**src/rtl/sram_ctrl_pkg.sv**
```systemverilog
package sram_ctrl_pkg;
  typedef enum logic [2:0] {
    ST_IDLE,
    ST_WSETUP,
    ST_WPULSE,
    ST_WHOLD,
    ST_WDONE,
    ST_RACC,
    ST_RDONE
  } ctrl_state_e;
endpackage

```
**src/rtl/sram_phase_timer.sv**
```systemverilog
module sram_phase_timer #(
  parameter int CNT_W = 2
) (
  input  logic             clk_i,
  input  logic             rst_ni,
  input  logic             load_i,
  input  logic [CNT_W-1:0] load_val_i,
  output logic             done_o
);
  logic [CNT_W-1:0] cnt_q;

  always_ff @(posedge clk_i or negedge rst_ni) begin
    if (!rst_ni)             cnt_q <= '0;
    else if (load_i)         cnt_q <= load_val_i;
    else if (cnt_q != '0)    cnt_q <= cnt_q - 1'b1;
  end

  assign done_o = (cnt_q == '0);
endmodule

```
**src/rtl/sram_lane_map.sv**
```systemverilog
module sram_lane_map #(
  parameter int LANES  = 4,
  parameter int LANE_W = 8
) (
  input  logic [LANES-1:0]        mask_i,
  output logic [LANES-1:0]        cs_n_o,
  output logic [LANES*LANE_W-1:0] bits_o
);
  for (genvar l = 0; l < LANES; l++) begin : g_lane
    assign cs_n_o[l]                 = ~mask_i[l];
    assign bits_o[l*LANE_W +: LANE_W] = {LANE_W{mask_i[l]}};
  end
endmodule

```
**src/rtl/sram_byte_ctrl.sv**
```systemverilog
module sram_byte_ctrl
  import sram_ctrl_pkg::*;
#(
  parameter int ADDR_W     = 17,
  parameter int LANES      = 4,
  parameter int LANE_W     = 8,
  parameter int CLK_NS     = 20,
  parameter int T_PWE_CYC  = 2,
  parameter int T_SD_CYC   = 1,
  parameter int T_ACC_CYC  = 2,
  parameter int PWE_MIN_NS = 12,
  parameter int SD_MIN_NS  = 7,
  parameter int ACC_MAX_NS = 15,
  localparam int DATA_W    = LANES * LANE_W
) (
  input  logic              clk_i,
  input  logic              rst_ni,
  input  logic              req_i,
  input  logic              we_i,
  input  logic [ADDR_W-1:0] addr_i,
  input  logic [DATA_W-1:0] wdata_i,
  input  logic [LANES-1:0]  mask_i,
  output logic              ready_o,
  output logic [DATA_W-1:0] rdata_o,
  output logic [ADDR_W-1:0] sram_addr_o,
  output logic [LANES-1:0]  sram_cs_no,
  output logic              sram_we_no,
  output logic              sram_oe_no,
  output logic [DATA_W-1:0] sram_dq_o,
  output logic              sram_dq_oe_o,
  input  logic [DATA_W-1:0] sram_dq_i
);
  localparam int MAX_CYC = (T_PWE_CYC > T_ACC_CYC) ? T_PWE_CYC : T_ACC_CYC;
  localparam int CNT_W   = (MAX_CYC > 1) ? $clog2(MAX_CYC) : 1;

  // elaboration guards on phase lengths
  if (T_PWE_CYC < 1 || T_PWE_CYC * CLK_NS < PWE_MIN_NS) begin : g_bad_pwe
    $error("write pulse too short");
  end
  if (T_SD_CYC < 1 || T_SD_CYC > T_PWE_CYC || T_SD_CYC * CLK_NS < SD_MIN_NS) begin : g_bad_sd
    $error("data setup too short");
  end
  if (T_ACC_CYC < 1 || T_ACC_CYC * CLK_NS < ACC_MAX_NS) begin : g_bad_acc
    $error("read access window too short");
  end

  ctrl_state_e       state_q, state_d;
  logic [ADDR_W-1:0] addr_q;
  logic [DATA_W-1:0] wdata_q, rdata_q;
  logic [LANES-1:0]  mask_q;
  logic [LANES-1:0]  lane_cs_n;
  logic [DATA_W-1:0] lane_bits;
  logic              tmr_load, tmr_done;
  logic [CNT_W-1:0]  tmr_val;
  logic              take;

  assign take = (state_q == ST_IDLE) && req_i;

  sram_lane_map #(.LANES(LANES), .LANE_W(LANE_W)) u_lane_map (
    .mask_i (mask_q),
    .cs_n_o (lane_cs_n),
    .bits_o (lane_bits)
  );

  sram_phase_timer #(.CNT_W(CNT_W)) u_timer (
    .clk_i      (clk_i),
    .rst_ni     (rst_ni),
    .load_i     (tmr_load),
    .load_val_i (tmr_val),
    .done_o     (tmr_done)
  );

  always_comb begin
    state_d  = state_q;
    tmr_load = 1'b0;
    tmr_val  = '0;
    unique case (state_q)
      ST_IDLE: if (req_i) begin
        state_d  = we_i ? ST_WSETUP : ST_RACC;
        tmr_load = 1'b1;
        tmr_val  = CNT_W'(T_ACC_CYC - 1);
      end
      ST_WSETUP: begin
        state_d  = ST_WPULSE;
        tmr_load = 1'b1;
        tmr_val  = CNT_W'(T_PWE_CYC - 1);
      end
      ST_WPULSE: if (tmr_done) state_d = ST_WHOLD;
      ST_WHOLD:  state_d = ST_WDONE;
      ST_WDONE:  state_d = ST_IDLE;
      ST_RACC:   if (tmr_done) state_d = ST_RDONE;
      ST_RDONE:  state_d = ST_IDLE;
      default:   state_d = ST_IDLE;
    endcase
  end

  always_ff @(posedge clk_i or negedge rst_ni) begin
    if (!rst_ni) begin
      state_q <= ST_IDLE;
      addr_q  <= '0;
      wdata_q <= '0;
      mask_q  <= '0;
      rdata_q <= '0;
    end else begin
      state_q <= state_d;
      if (take) begin
        addr_q  <= addr_i;
        wdata_q <= wdata_i;
        mask_q  <= mask_i;
      end
      if (state_q == ST_RACC && tmr_done) rdata_q <= sram_dq_i & lane_bits;
    end
  end

  logic sel_act;
  assign sel_act = (state_q == ST_WSETUP) || (state_q == ST_WPULSE) ||
                   (state_q == ST_WHOLD)  || (state_q == ST_RACC);

  assign sram_cs_no   = sel_act ? lane_cs_n : '1;
  assign sram_we_no   = (state_q != ST_WPULSE);
  assign sram_oe_no   = (state_q != ST_RACC);
  assign sram_dq_oe_o = (state_q == ST_WSETUP) || (state_q == ST_WPULSE) ||
                        (state_q == ST_WHOLD)  || (state_q == ST_WDONE);
  assign sram_dq_o    = wdata_q;
  assign sram_addr_o  = addr_q;
  assign ready_o      = (state_q == ST_WDONE) || (state_q == ST_RDONE);
  assign rdata_o      = rdata_q;
endmodule

```
**config.mk**
```make
export PLATFORM = sky130hd
export DESIGN_NAME = sram_byte_ctrl
export DESIGN_NICKNAME = d
export VERILOG_FILES = /design/src/rtl/sram_ctrl_pkg.sv /design/src/rtl/sram_phase_timer.sv /design/src/rtl/sram_lane_map.sv /design/src/rtl/sram_byte_ctrl.sv
export SDC_FILE = /design/constraint.sdc
export NUM_CORES = 1
export LEC_CHECK = 0
export BUFFER_PORTS_ARGS = -buffer_cell sky130_fd_sc_hd__buf_2
export CORE_ASPECT_RATIO = 0.6
export CORE_UTILIZATION = 47
export DETAILED_ROUTE_END_ITERATION = 8
export PLACE_DENSITY_LB_ADDON = 0.2
export SLEW_MARGIN = 20
export SYNTH_ARGS = -nofsm -noshare
export SYNTH_HDL_FRONTEND = slang
export SYNTH_SLANG_ARGS = --single-unit
export TNS_END_PERCENT = 50
```
**constraint.sdc**
```tcl
create_clock -name clk_i -period 2.05 [get_ports clk_i]
set_input_delay 0.205 -clock clk_i [delete_from_list [all_inputs] [get_ports clk_i]]
set_output_delay 0.205 -clock clk_i [all_outputs]
set_load 0.01 [all_outputs]
```
* Word-level counts from Yosys, hierarchy flattened
Index checks and enable logic that the tools add are counted.
** Storage, ports and cells
- Logic and storage cells :: 43
- Output and inout bits :: 89
- Register bits after elaboration :: 89
- Input bits :: 89
** Cells by class
- Reduce and logical (&&, ||, !) cells :: 9
- Add/subtract/negate cells :: 1
- Equal/unequal tests :: 11
- Multiplexer cells :: 10
- Bitwise gates (word level) :: 6
** Operators with widths (number)
- $and A32 B32 Y32 :: 1
- $pmux W3 S5 :: 1
- $mux W3 :: 4
- $eq A3 B3 Y1 const B :: 3
- $eq A3 B2 Y1 const B :: 2
- $ne A2 B2 Y1 const B :: 3
- $logic_or A1 B1 Y1 :: 5
- $not A1 Y1 :: 5
- $mux W4 :: 1
- $eq A3 B1 Y1 const B :: 1
- $logic_not A3 Y1 :: 1
- $mux W1 :: 3
- $ne A3 B2 Y1 const B :: 1
- $ne A3 B3 Y1 const B :: 1
- $reduce_and A3 Y1 :: 1
- $logic_and A1 B1 Y1 :: 2
- $pmux W1 S2 :: 1
- $sub A1 B1 Y1 const B :: 1

* Depth between registers and ports, before layout
- Word-level depth :: 5
- Gate-level depth with buffers :: 5
- Mapped depth without buffers :: 2

* By module
From an unflattened synthesis, not the netlist that was laid out.
** Unflattened totals
- Cells, all modules :: 312
- Area total of the unflattened synthesis :: 4160.2 µm²
** Modules (own cells, without submodules)
- sram_byte_ctrl :: area each 3870.0 µm², cells each 273, times used 1
- sram_lane_map :: area each 255.2 µm², cells each 36, times used 1
- sram_phase_timer :: area each 35.0 µm², cells each 3, times used 1

* Worst setup path after synthesis
No wires, ideal clock.
- Path kind :: reg-to-reg
- Start point :: reg state_q[0]
- End point :: reg mask_q[0]
- Arrival time :: 1300 ps
- Cell stages (with the launch flop) :: 5
- Clock period less this slack :: 1426 ps
- Required time :: 1925 ps
- Setup slack :: 624 ps
- Setup time :: 125 ps
- Path buffers :: 2
- Path through :: dfrtp_1 > nor4b_2 > buf_6 > buf_12 > mux2_4
** On the way
- Word-level cells in the longest chain between the ends :: 2
** Ends and longest elaborated chain
- from (decl) :: line sram_byte_ctrl.sv:47 : ctrl_state_e state_q, state_d;
- from (signal assigned) :: line sram_byte_ctrl.sv:105 : state_q <= state_d;
- $logic_not A3 Y1 :: line sram_byte_ctrl.sv:57 : assign take = (state_q == ST_IDLE) && req_i;
- $logic_and A1 B1 Y1 :: line sram_byte_ctrl.sv:57
- to (signal assigned) :: line sram_byte_ctrl.sv:109 : mask_q <= mask_i;
- to (decl) :: line sram_byte_ctrl.sv:50 : logic [LANES-1:0] mask_q;
Every way passes these cells.
A chain may end at the register's enable or synchronous reset.

* Final worst setup path
- Start point :: reg state_q[1]
- End point :: out sram_dq_oe_o
** On the way
- Word-level cells in the longest chain between the ends :: 4
** Ends and longest elaborated chain
- $eq A3 B1 Y1 or $eq A3 B2 Y1 (tied branches) :: line sram_byte_ctrl.sv:122 : assign sram_dq_oe_o = (state_q == ST_WSETUP) || (state_q == ST_WPULSE) ||
- $logic_or A1 B1 Y1 (2 in a row) :: line sram_byte_ctrl.sv:122
- $logic_or A1 B1 Y1 * :: line sram_byte_ctrl.sv:123 : (state_q == ST_WHOLD) || (state_q == ST_WDONE);
- to (decl) :: line sram_byte_ctrl.sv:30 : output logic sram_dq_oe_o,
Mark *: on every way between the ends. The rest lies on a longest branch, timed or not.

==> results.md <==
* Total DRC errors in the routed layout at 0
* CP Max Fanout at 13
* Total number of nets in the final design at 545
* Number of global-route vias before repair at 2582
* Final period util at 0.8517
* Final max-slew violation count at 0
* Cell area after synthesis at 0.003919 mm^2
* Period minus WS final at 1.746 ns
* Worst stage delay on the critical path at 0.51 ns
* Count of different cell masters after synthesis at 26
* Hold Crit Class: in2reg
* CTS tree: yes
* Worst setup path start: state_q[1]
* DR top layer: met4
* Hold wc startpoint: addr_i[0]
* Slew at the pin with the worst max-slew slack at 0.4184 ns
* Register bit total from synthesis at 89
* Total of warnings raised by yosys at 0
* Met3 Wirelength at 531 um
* Maximum count of clock buffers along a single path at 2
* TritonCTS buffer count at 9
* Sum Neg Setup Slack at 0 ns
* Die Y-Extent at 72.73 um
* Critical path start-end classification: reg2out
* Insertion delay of the later-clocked pin in the worst-skew pair at 0.33 ns
* Outcome: finished, final reports clean
* Clk pin slew, worst setup/hold paths at 0.06 ns
* Die Area at 0.008719 mm^2
* Row cnt at 25
* Worst-case hold path end point: sram_addr_o[0]
* Data arrival time of the critical path at 1.54 ns
* Average cell area after synthesis at 14.00 um^2
* Total GRT Usage at 0.1922
* Relative max-transition margin at 0.7211
* Wire per inst at 13.99 um
* Largest net degree at the start of global routing at 43
* Number of maximum-capacitance violations at 0
* Starting density of the core at 0.4913
* RSZ-0062 raised after global routing: no
* Number of nets with antenna violations after routing at 0
* Global-route wire length before repair at 12720 um
* Pleak at 2.660 nW
* Final setup skew at 0.004980 ns
* Setup-violating endpoint count in the final report at 0
* Cell Count Post-Placement at 552
* Worst Setup End Kind: primary output
* Startpoint of the most critical register-to-register path: state_q[1]
* Worst Path Required at 1.85 ns
* Synth Instances at 280
* Placed wire-length estimate after detailed placement at 5843 um
* Count of input and output buffers at 177
* First-pass iteration count of the detailed router at 4
* Placer Congestion at 0.7303
* Post-Layout Cell Count at 569
* Register area share after synthesis at 0.5683
* CTS root buffer: clkbuf_16
* Overall overflow remaining after global route at 0
* Number of cells on the worst reg-to-reg path at 3
* Fraction of final layout cells with drive strength greater than 1 at 0.5510
* Cells traversed along the worst timing path: or2_2 > xor2_1 > buf_2
* Power density cells at 1619 mW/mm^2
* # H-tree levels at 3
* Clock sink total at 89
* Die span in x at 119.9 um
* DRC marker count from the first detailed-route iteration at 119
* PnR Total Power at 8.341 mW
* Most frequent cells in the layout: buf_2, dfrtp_1, mux2_4
* Met1 layer wirelength in the final routing at 3626 um
* Slack of the worst reg-to-reg path at 0.32 ns
* Slowest cell on the critical path: dfrtp_1
* IO Pins at 178
* Number of endpoints with negative hold slack in the final report at 0
* Layout overhead on the synthesized area at 31.45%
* Critical path launch point type: flip-flop
* Number of cells on the worst hold path at 2
* Sum of routed wire length over all layers at 7963 um
* Leading cell type in the layout, fill and taps excluded: buf_2
* Std-Cell Core Area at 0.007976 mm^2
* Per-cell via count in the routed design at 4.585
* Highest clock frequency the design can meet at 572.7 MHz
* Antenna diodes at 0
* R2r endpoint: sram_addr_o[14]
* Via count at 2609
* Synth Net Count at 369
* Routed met2 length at 3722 um
* Initial antenna violation count at 0
* Worst IR drop on VDD at 920.3 uV
[cell type report]
| cell class | count | area (um^2) |
|---|---|---|
| fillers | 663 | 2825 |
| flip-flops and latches | 89 | 2227 |
| clock buffers | 10 | 239.0 |
| clock inverters | 6 | 67.56 |
| inverters | 33 | 123.9 |
| multi-input cells | 140 | 1385 |
| well taps | 108 | 135.1 |
| repair buffers | 183 | 973.4 |
[worst max-delay path: cells and delay by family, from the launching register on]
kind	cells	cell delay [ns]
xor gates and xnor gates	1	0.15
DFF	1	0.51
buffers and inverters	1	0.16
and+or+nand+nor	1	0.39
[metrics by stage]
step	setup slack, ns	hold WS (ns)	instance area (um^2)	utilization
after floorplan	0.6245	-0.09059	3919	-
after global placement	0.3605	0.1587	4835	0.6061
after detailed placement	0.3168	0.1591	4835	0.6061
after CTS	0.2932	0.08768	5151	0.6458
after global routing	0.2244	0.08982	5151	0.6458
final	0.3040	0.09953	5151	0.6458
[layer usage]
layer	global-route usage	vias to the layer above
li1	-	1259
met1	0.2538	1248
met2	0.3083	93
met3	0.06094	9
met4	0.05417	0
met5	0	-
[state kept, by name, indices dropped and copies added (netlist names)]
name,cells
sram_dq_o,32
u_timer.cnt_q,1
mask_q,4
state_q,3
rdata_o,32
sram_addr_o,17
[timing repair]
action / 4_1_cts / 5_1_grt
gates resized for setup: 0 / 0
buffers inserted: 0 / 0
hold buffers: 1 / 0
hold endpoints to repair: 29 / 0
setup endpoints to repair: 0 / 0
[cell usage after synthesis]
cell,n,share of area
mux2_4,49,0.19
nand4b_1,1,0.0022
a21oi_1,1,0.0013
buf_4,1,0.0019
buf_2,1,0.0013
xor2_1,2,0.0045
inv_1,33,0.032
nand3b_1,1,0.0019
buf_12,5,0.026
buf_6,5,0.014
or2_2,1,0.0016
clkbuf_1,1,0.00096
o41ai_1,1,0.0022
buf_1,5,0.0048
nor2b_1,1,0.0016
nor2_1,3,0.0029
and2_1,1,0.0016
dfrtp_1,89,0.57
nand2_1,34,0.033
mux2i_1,32,0.082
and4bb_2,1,0.0032
nand3_1,4,0.0051
nor4b_2,1,0.0038
a22o_1,2,0.0045
mux2_2,4,0.011
nor3_1,1,0.0013
[power by group]
part | total, mW | switching (mW) | internal (mW)
sequential | 3.29 | 0.641 | 2.65
combinational | 3.41 | 1.52 | 1.89
clock | 1.64 | 0.661 | 0.979
[how the worst max path moves through the flow]
| stage | endpoint | slack (ns) | cells past startpoint |
|---|---|---|---|
| 2_1_floorplan | mask_q[0] | 0.62 | 4 |
| 3_3_place_gp | sram_dq_o[22] | 0.36 | 3 |
| 3_5_place_dp | sram_dq_o[27] | 0.32 | 3 |
| 4_1_cts | sram_dq_oe_o | 0.29 | 3 |
| 5_1_grt | sram_dq_o[22] | 0.22 | 3 |
| 6_report | sram_dq_oe_o | 0.30 | 3 |
[kinds of logic after synthesis]
logic type	Yosys count	synth area share
multiplexers	85	0.2810
XOR/XNOR	2	0.004471
flip-flops	89	0.5683
buffers and inverters	51	0.08046
AND/OR/NAND/NOR	49	0.05779
AO/OA/AOI/OAI	4	0.007982
Note: power is estimated with default switching activity, not from simulation.
